==> src/rtl/dbg_tgt_pkg.sv <==
package dbg_tgt_pkg;
   typedef enum logic {
      HS_IDLE = 1'b0,
      HS_ACK  = 1'b1
   } hs_state_e;
endpackage

==> src/rtl/dbg_hs_ctrl.sv <==
module dbg_hs_ctrl
   import dbg_tgt_pkg::*;
(
   input  logic clk,
   input  logic rst,
   input  logic req,
   output logic ack,
   output logic capture
);
   hs_state_e state_q, state_d;

   always_comb begin
      state_d = state_q;
      case (state_q)
         HS_IDLE: if (req)  state_d = HS_ACK;
         HS_ACK:  if (!req) state_d = HS_IDLE;
         default:           state_d = HS_IDLE;
      endcase
   end

   always_ff @(posedge clk) begin
      if (rst) state_q <= HS_IDLE;
      else     state_q <= state_d;
   end

   assign ack     = (state_q == HS_ACK);
   assign capture = (state_q == HS_IDLE) && req;


   ack_rise_chk: assert property (@(posedge clk) disable iff (rst)
      (req && !ack) |=> ack);

   ack_hold_chk: assert property (@(posedge clk) disable iff (rst)
      (req && ack) |=> ack);

   ack_drop_chk: assert property (@(posedge clk) disable iff (rst)
      (!req && ack) |=> !ack);

   capture_once_chk: assert property (@(posedge clk) disable iff (rst)
      capture |=> !capture);
endmodule

==> src/rtl/dbg_reg_bank.sv <==
module dbg_reg_bank #(
   parameter int ADDR_W   = 4,
   parameter int DATA_W   = 64,
   parameter int NUM_REGS = 10
) (
   input  logic              clk,
   input  logic              rst,
   input  logic              wr_stb,
   input  logic [ADDR_W-1:0] addr,
   input  logic [DATA_W-1:0] wdata,
   output logic [DATA_W-1:0] rd_word
);
   logic [DATA_W-1:0] regs_q [NUM_REGS];
   logic [NUM_REGS-1:0] wr_en;

   for (genvar gi = 0; gi < NUM_REGS; gi++) begin : g_reg
      assign wr_en[gi] = wr_stb && (addr == ADDR_W'(gi));
      always_ff @(posedge clk) begin
         if (rst)            regs_q[gi] <= '0;
         else if (wr_en[gi]) regs_q[gi] <= wdata;
      end
   end

   always_comb begin
      rd_word = '0;
      for (int i = 0; i < NUM_REGS; i++) begin
         if (addr == ADDR_W'(i)) rd_word = regs_q[i];
      end
   end


   wr_onehot_chk: assert property (@(posedge clk) disable iff (rst)
      $onehot0(wr_en));

   wr_unimpl_chk: assert property (@(posedge clk) disable iff (rst)
      (wr_stb && (int'(addr) >= NUM_REGS)) |-> (wr_en == '0));
endmodule

==> src/rtl/dbg_rd_hold.sv <==
module dbg_rd_hold #(
   parameter int DATA_W = 64
) (
   input  logic              clk,
   input  logic              rst,
   input  logic              load,
   input  logic [DATA_W-1:0] din,
   output logic [DATA_W-1:0] dout
);
   always_ff @(posedge clk) begin
      if (rst)       dout <= '0;
      else if (load) dout <= din;
   end


   rd_hold_chk: assert property (@(posedge clk) disable iff (rst)
      !load |=> $stable(dout));
endmodule

==> src/rtl/dbg_reg_target.sv <==
module dbg_reg_target #(
   parameter int ADDR_W   = 4,
   parameter int DATA_W   = 64,
   parameter int NUM_REGS = 10
) (
   input  logic              clk,
   input  logic              rst,
   input  logic              req,
   input  logic              we,
   input  logic [ADDR_W-1:0] addr,
   input  logic [DATA_W-1:0] wdata,
   output logic [DATA_W-1:0] rdata,
   output logic              ack
);
   localparam int ADDR_SPACE = 1 << ADDR_W;

   if (NUM_REGS < 1 || NUM_REGS > ADDR_SPACE) begin : g_bad_regs
      $error("NUM_REGS must be between 1 and 2**ADDR_W");
   end
   if (DATA_W < 1) begin : g_bad_width
      $error("DATA_W must be positive");
   end

   logic              capture;
   logic [DATA_W-1:0] rd_word;

   dbg_hs_ctrl u_hs (
      .clk     (clk),
      .rst     (rst),
      .req     (req),
      .ack     (ack),
      .capture (capture)
   );

   dbg_reg_bank #(
      .ADDR_W   (ADDR_W),
      .DATA_W   (DATA_W),
      .NUM_REGS (NUM_REGS)
   ) u_bank (
      .clk     (clk),
      .rst     (rst),
      .wr_stb  (capture && we),
      .addr    (addr),
      .wdata   (wdata),
      .rd_word (rd_word)
   );

   dbg_rd_hold #(
      .DATA_W (DATA_W)
   ) u_hold (
      .clk  (clk),
      .rst  (rst),
      .load (capture && !we),
      .din  (rd_word),
      .dout (rdata)
   );


   rdata_stable_chk: assert property (@(posedge clk) disable iff (rst)
      (ack && req) |=> $stable(rdata));

   reset_ack_chk: assert property (@(posedge clk)
      rst |=> (!ack && rdata == '0));
endmodule

==> config.mk <==
export PLATFORM = sky130hd
export DESIGN_NAME = dbg_reg_target
export DESIGN_NICKNAME = d
export VERILOG_FILES = /design/src/rtl/dbg_tgt_pkg.sv /design/src/rtl/dbg_hs_ctrl.sv /design/src/rtl/dbg_reg_bank.sv /design/src/rtl/dbg_rd_hold.sv /design/src/rtl/dbg_reg_target.sv
export SDC_FILE = /design/constraint.sdc
export NUM_CORES = 1
export LEC_CHECK = 0
export CORE_MARGIN = 4
export CORE_UTILIZATION = 54
export CTS_CLUSTER_SIZE = 14
export DETAILED_ROUTE_END_ITERATION = 12
export PLACE_DENSITY_LB_ADDON = 0.05
export SLEW_MARGIN = 20
export SYNTH_ARGS = -nofsm -noshare
export SYNTH_HDL_FRONTEND = slang
export SYNTH_SLANG_ARGS = --single-unit
==> constraint.sdc <==
create_clock -name clk -period 21.9 [get_ports clk]
set_input_delay 4.38 -clock clk [delete_from_list [all_inputs] [get_ports clk]]
set_output_delay 4.38 -clock clk [all_outputs]
set_load 0.01 [all_outputs]
==> results.sh <==
export IMPL_outcome="complete, no violations"
export IMPL_drtIter0Drc=2452
export IMPL_finClkSkew_ns=0.0164
export IMPL_viasPerCell=6.25
export IMPL_syn_to_final_growth_pct=14.0
export IMPL_cts_resized_gates=0
export IMPL_synthTopCellsByArea="edfxtp_1 (61%), and2_1 (13%), dfxtp_1 (4.1%)"
export IMPL_worstSetupPathType="in -> reg"
export IMPL_synth_compound_gate_area_share_pct=14.6
export IMPL_finalCritPeriodShare_pct=37.1
export IMPL_synthFlopType="edfxtp_1"
export IMPL_htreeDepth=3
export IMPL_fmax_mhz=123
export IMPL_yosysTopAreaCellShare_pct=60.5
export IMPL_tightest_slew_ns=1.15
export IMPL_dieWidth_um=251
export IMPL_clock_latency_ns=0.62
export IMPL_irDropWorstVdd_mv=0.0706
export IMPL_synth_edf_count=640
export IMPL_place_inst=3266
export IMPL_critical_path_most_common_cell="buf_4"
export IMPL_core_area_sq_um=57900
export IMPL_grt_pass1_vias=21800
export IMPL_die_area_sq_um=62800
export IMPL_synth_seq_cells=705
export IMPL_synth_top_family_by_area="simple AND/OR/NAND/NOR gates"
export IMPL_grt_pass1_wl_um=136000
export IMPL_layout_setup_ws_ns=13.78
export IMPL_start_util_pct=54.8
export IMPL_postSynthAreaPerCell_sq_um=12.6
export IMPL_yosysTopAreaCell="edfxtp_1"
export IMPL_io_pins=137
export IMPL_dpl_hpwl_um=50200
export IMPL_worst_endpoint_arrival_ns=8.36
export IMPL_rows=88
export IMPL_worstPathRequired_ns=22.14
export IMPL_slew_headroom_pct=23.2
export IMPL_utilization_pct=62.5
export IMPL_grt_total_usage_pct=28.3
export IMPL_drv_slew=0
export IMPL_yosys_area_share_adder_pct=0
export IMPL_placedInstanceArea_sq_um=33700
export IMPL_synth_simple_area_share_pct=16.9
export IMPL_ant_nets=0
export IMPL_crit_fanout=42
export IMPL_cts_tree="built"
export IMPL_post_layout_nonfiller_instances=3404
export IMPL_setup_violations=0
export IMPL_multi_input_comb_area_sq_um=10500
export IMPL_total_power_mw=3.00
export IMPL_final_design_area_no_fill_sq_um=36200
export IMPL_min_period_ns=8.12
export IMPL_synthesis_area_sq_um=31800
export IMPL_grt_antenna_before_repair=4
export IMPL_cts_buffers=75
export IMPL_yosys_warnings=0
export IMPL_yosysSeqAreaShare_pct=64.6
export IMPL_wl_per_cell_um=26.6
export IMPL_hold_viol=0
export IMPL_place_congestion=0.806
export IMPL_die_height_um=251
export IMPL_cp_start_kind="primary input"
export IMPL_cts_setup_buffers=0
export IMPL_dp_slack_ns=13.26
export IMPL_clkSinkCount=705
export IMPL_drv_cap=0
export IMPL_wl_um=90500
export IMPL_worst_r2r_setup_slack_ns=18.38
export IMPL_nets=2650
export IMPL_grt_ovfl_total=0
export IMPL_p_per_area_nw_per_um2=83.0
export IMPL_fin_tns_setup_ns=0
export IMPL_rsz0062_at_grt="false"
export IMPL_power_leakage_nw=13.1
export IMPL_io_buffers=136
export IMPL_ctsLongestPathBuffers=3
export IMPL_ctsRootBufferMaster="clkbuf_16"
export IMPL_async_reset_ff_share_pct=0
export IMPL_synthCells=2518
export IMPL_drc=0
export IMPL_cp_slowest_cell="nor2b_4"
export IMPL_cts_hold_buf=0
export IMPL_firstDrtPassIters=8
export IMPL_crit_path_end_kind="flop"
export IMPL_grt_start_max_net_pins=88
export IMPL_critical_path_max_stage_delay_ns=0.82
export IMPL_nFillCells=4556
export IMPL_crit_chain="clkdlybuf4s50_1, buf_4, nor2b_4, buf_4, nand3_2, o21ai_4, buf_4"
export IMPL_seq_area_sq_um=20500
export IMPL_path_clk_slew_ns=0.06
export IMPL_hold_path_class="reg -> reg"
export IMPL_synth_cell_types=66
export IMPL_layout_drive_gt1_share_pct=8.68
export IMPL_synthMuxAreaShare_pct=0.808
export IMPL_syn_num_nets=2590
export IMPL_via_count=21300
export IMPL_whs_ns=0.465
export IMPL_synthXorXnorAreaFrac_pct=0
path summary, 6_finish.rpt:
| check | from | end | depth (start not counted) |
|---|---|---|---|
| hold reg to reg | u_hold.dout[63] | u_hold.dout[63] | 1 |
| hold / removal | u_hold.dout[63] | u_hold.dout[63] | 1 |
| setup reg to reg | u_hs.ack | u_bank.regs_q[2][107] | 6 |
| setup / recovery | addr[3] | u_bank.regs_q[3][110] | 7 |
critical path, delay by kind of cell:
kind,cells,cell delay (ns)
AO/OA/AOI/OAI,1,0.81
buffers and inverters,4,1.95
AND/OR/NAND/NOR,2,1.15
registers in the layout, indices dropped and copies added (netlist names):
| register | flops |
|---|---|
| u_bank.regs_q | 640 |
| u_hold.dout | 64 |
| u_hs.ack | 1 |
cell type report:
class / instances / area share [%]
sequential: 705 / 56.7
tap: 765 / 2.64
clock buffer: 112 / 6.08
clock inverter: 25 / 0.684
timing repair buffer: 187 / 4.90
inverter: 6 / 0.0622
antenna: 1 / 0.00691
multi-input combinational: 1603 / 28.9
layer usage:
metal	part of all wire, %	global-route usage, %	routed length (um)	vias up
met5	0	0	0	-
met1	41	38.2	36700	10700
met3	8.1	5.17	7340	161
met4	2.7	8.62	2480	0
li1	-	-	-	9451
met2	49	47.3	44000	914
kinds of logic after synthesis:
family | Yosys count
and+or+nand+nor | 898
AOI/OAI and AO/OA | 680
DFF | 705
muxes | 25
buffers and inverters | 210
synth_stat cells (4+ instances only):
library cell,n
and2_1,640
edfxtp_1,640
o21ai_0,174
clkbuf_1,112
nand2_1,112
a21oi_1,86
buf_2,67
dfxtp_1,65
o22ai_1,60
nor2_1,48
nor2b_1,42
o2bb2ai_1,40
a21boi_0,39
a222oi_1,39
o21ai_1,38
o221ai_1,33
o21bai_1,26
a211o_1,25
o211ai_1,21
mux2i_1,20
o21a_1,17
a22oi_1,16
o221a_2,14
buf_4,12
or3b_1,12
a31oi_1,11
a32o_1,11
o32a_1,10
nor2_4,8
buf_6,7
a221o_1,6
a32oi_1,5
buf_1,5
mux2_2,5
inv_1,4
nand2b_1,4
nor2_2,4
nor3_1,4
o31ai_1,4
placed cells by master (no fill, tap or decap), types with 4 or more instances in the layout:
cell,instances
mux2_2,5
nor2_4,14
clkinv_1,9
clkdlybuf4s50_1,133
o32a_1,10
o31ai_4,4
o21ai_4,6
dfxtp_1,65
o21ai_0,168
a32oi_1,5
o21a_1,17
bufinv_16,4
nand2_1,110
a32o_1,11
and2_1,640
a211o_1,25
clkbuf_8,12
o21ai_1,38
o2bb2ai_1,40
o211ai_1,21
o221a_2,14
a221o_1,6
edfxtp_1,640
clkbuf_16,78
clkbuf_1,22
nor3_1,4
or3b_1,11
buf_4,51
a31oi_1,11
nor2b_1,41
a21boi_0,39
nor2_1,45
a222oi_1,39
o21bai_1,26
a21oi_1,86
mux2i_1,20
o221ai_1,33
a22oi_1,16
clkinv_2,8
o22ai_1,60
where the power goes:
| group | total, mW | switching (mW) | internal (mW) |
|---|---|---|---|
| sequential | 1.52 | 0.0159 | 1.51 |
| combinational | 0.217 | 0.147 | 0.0701 |
| clock | 1.27 | 0.522 | 0.744 |
| total | 3.00 | 0.684 | 2.32 |
(Power assumes the default switching activity.)
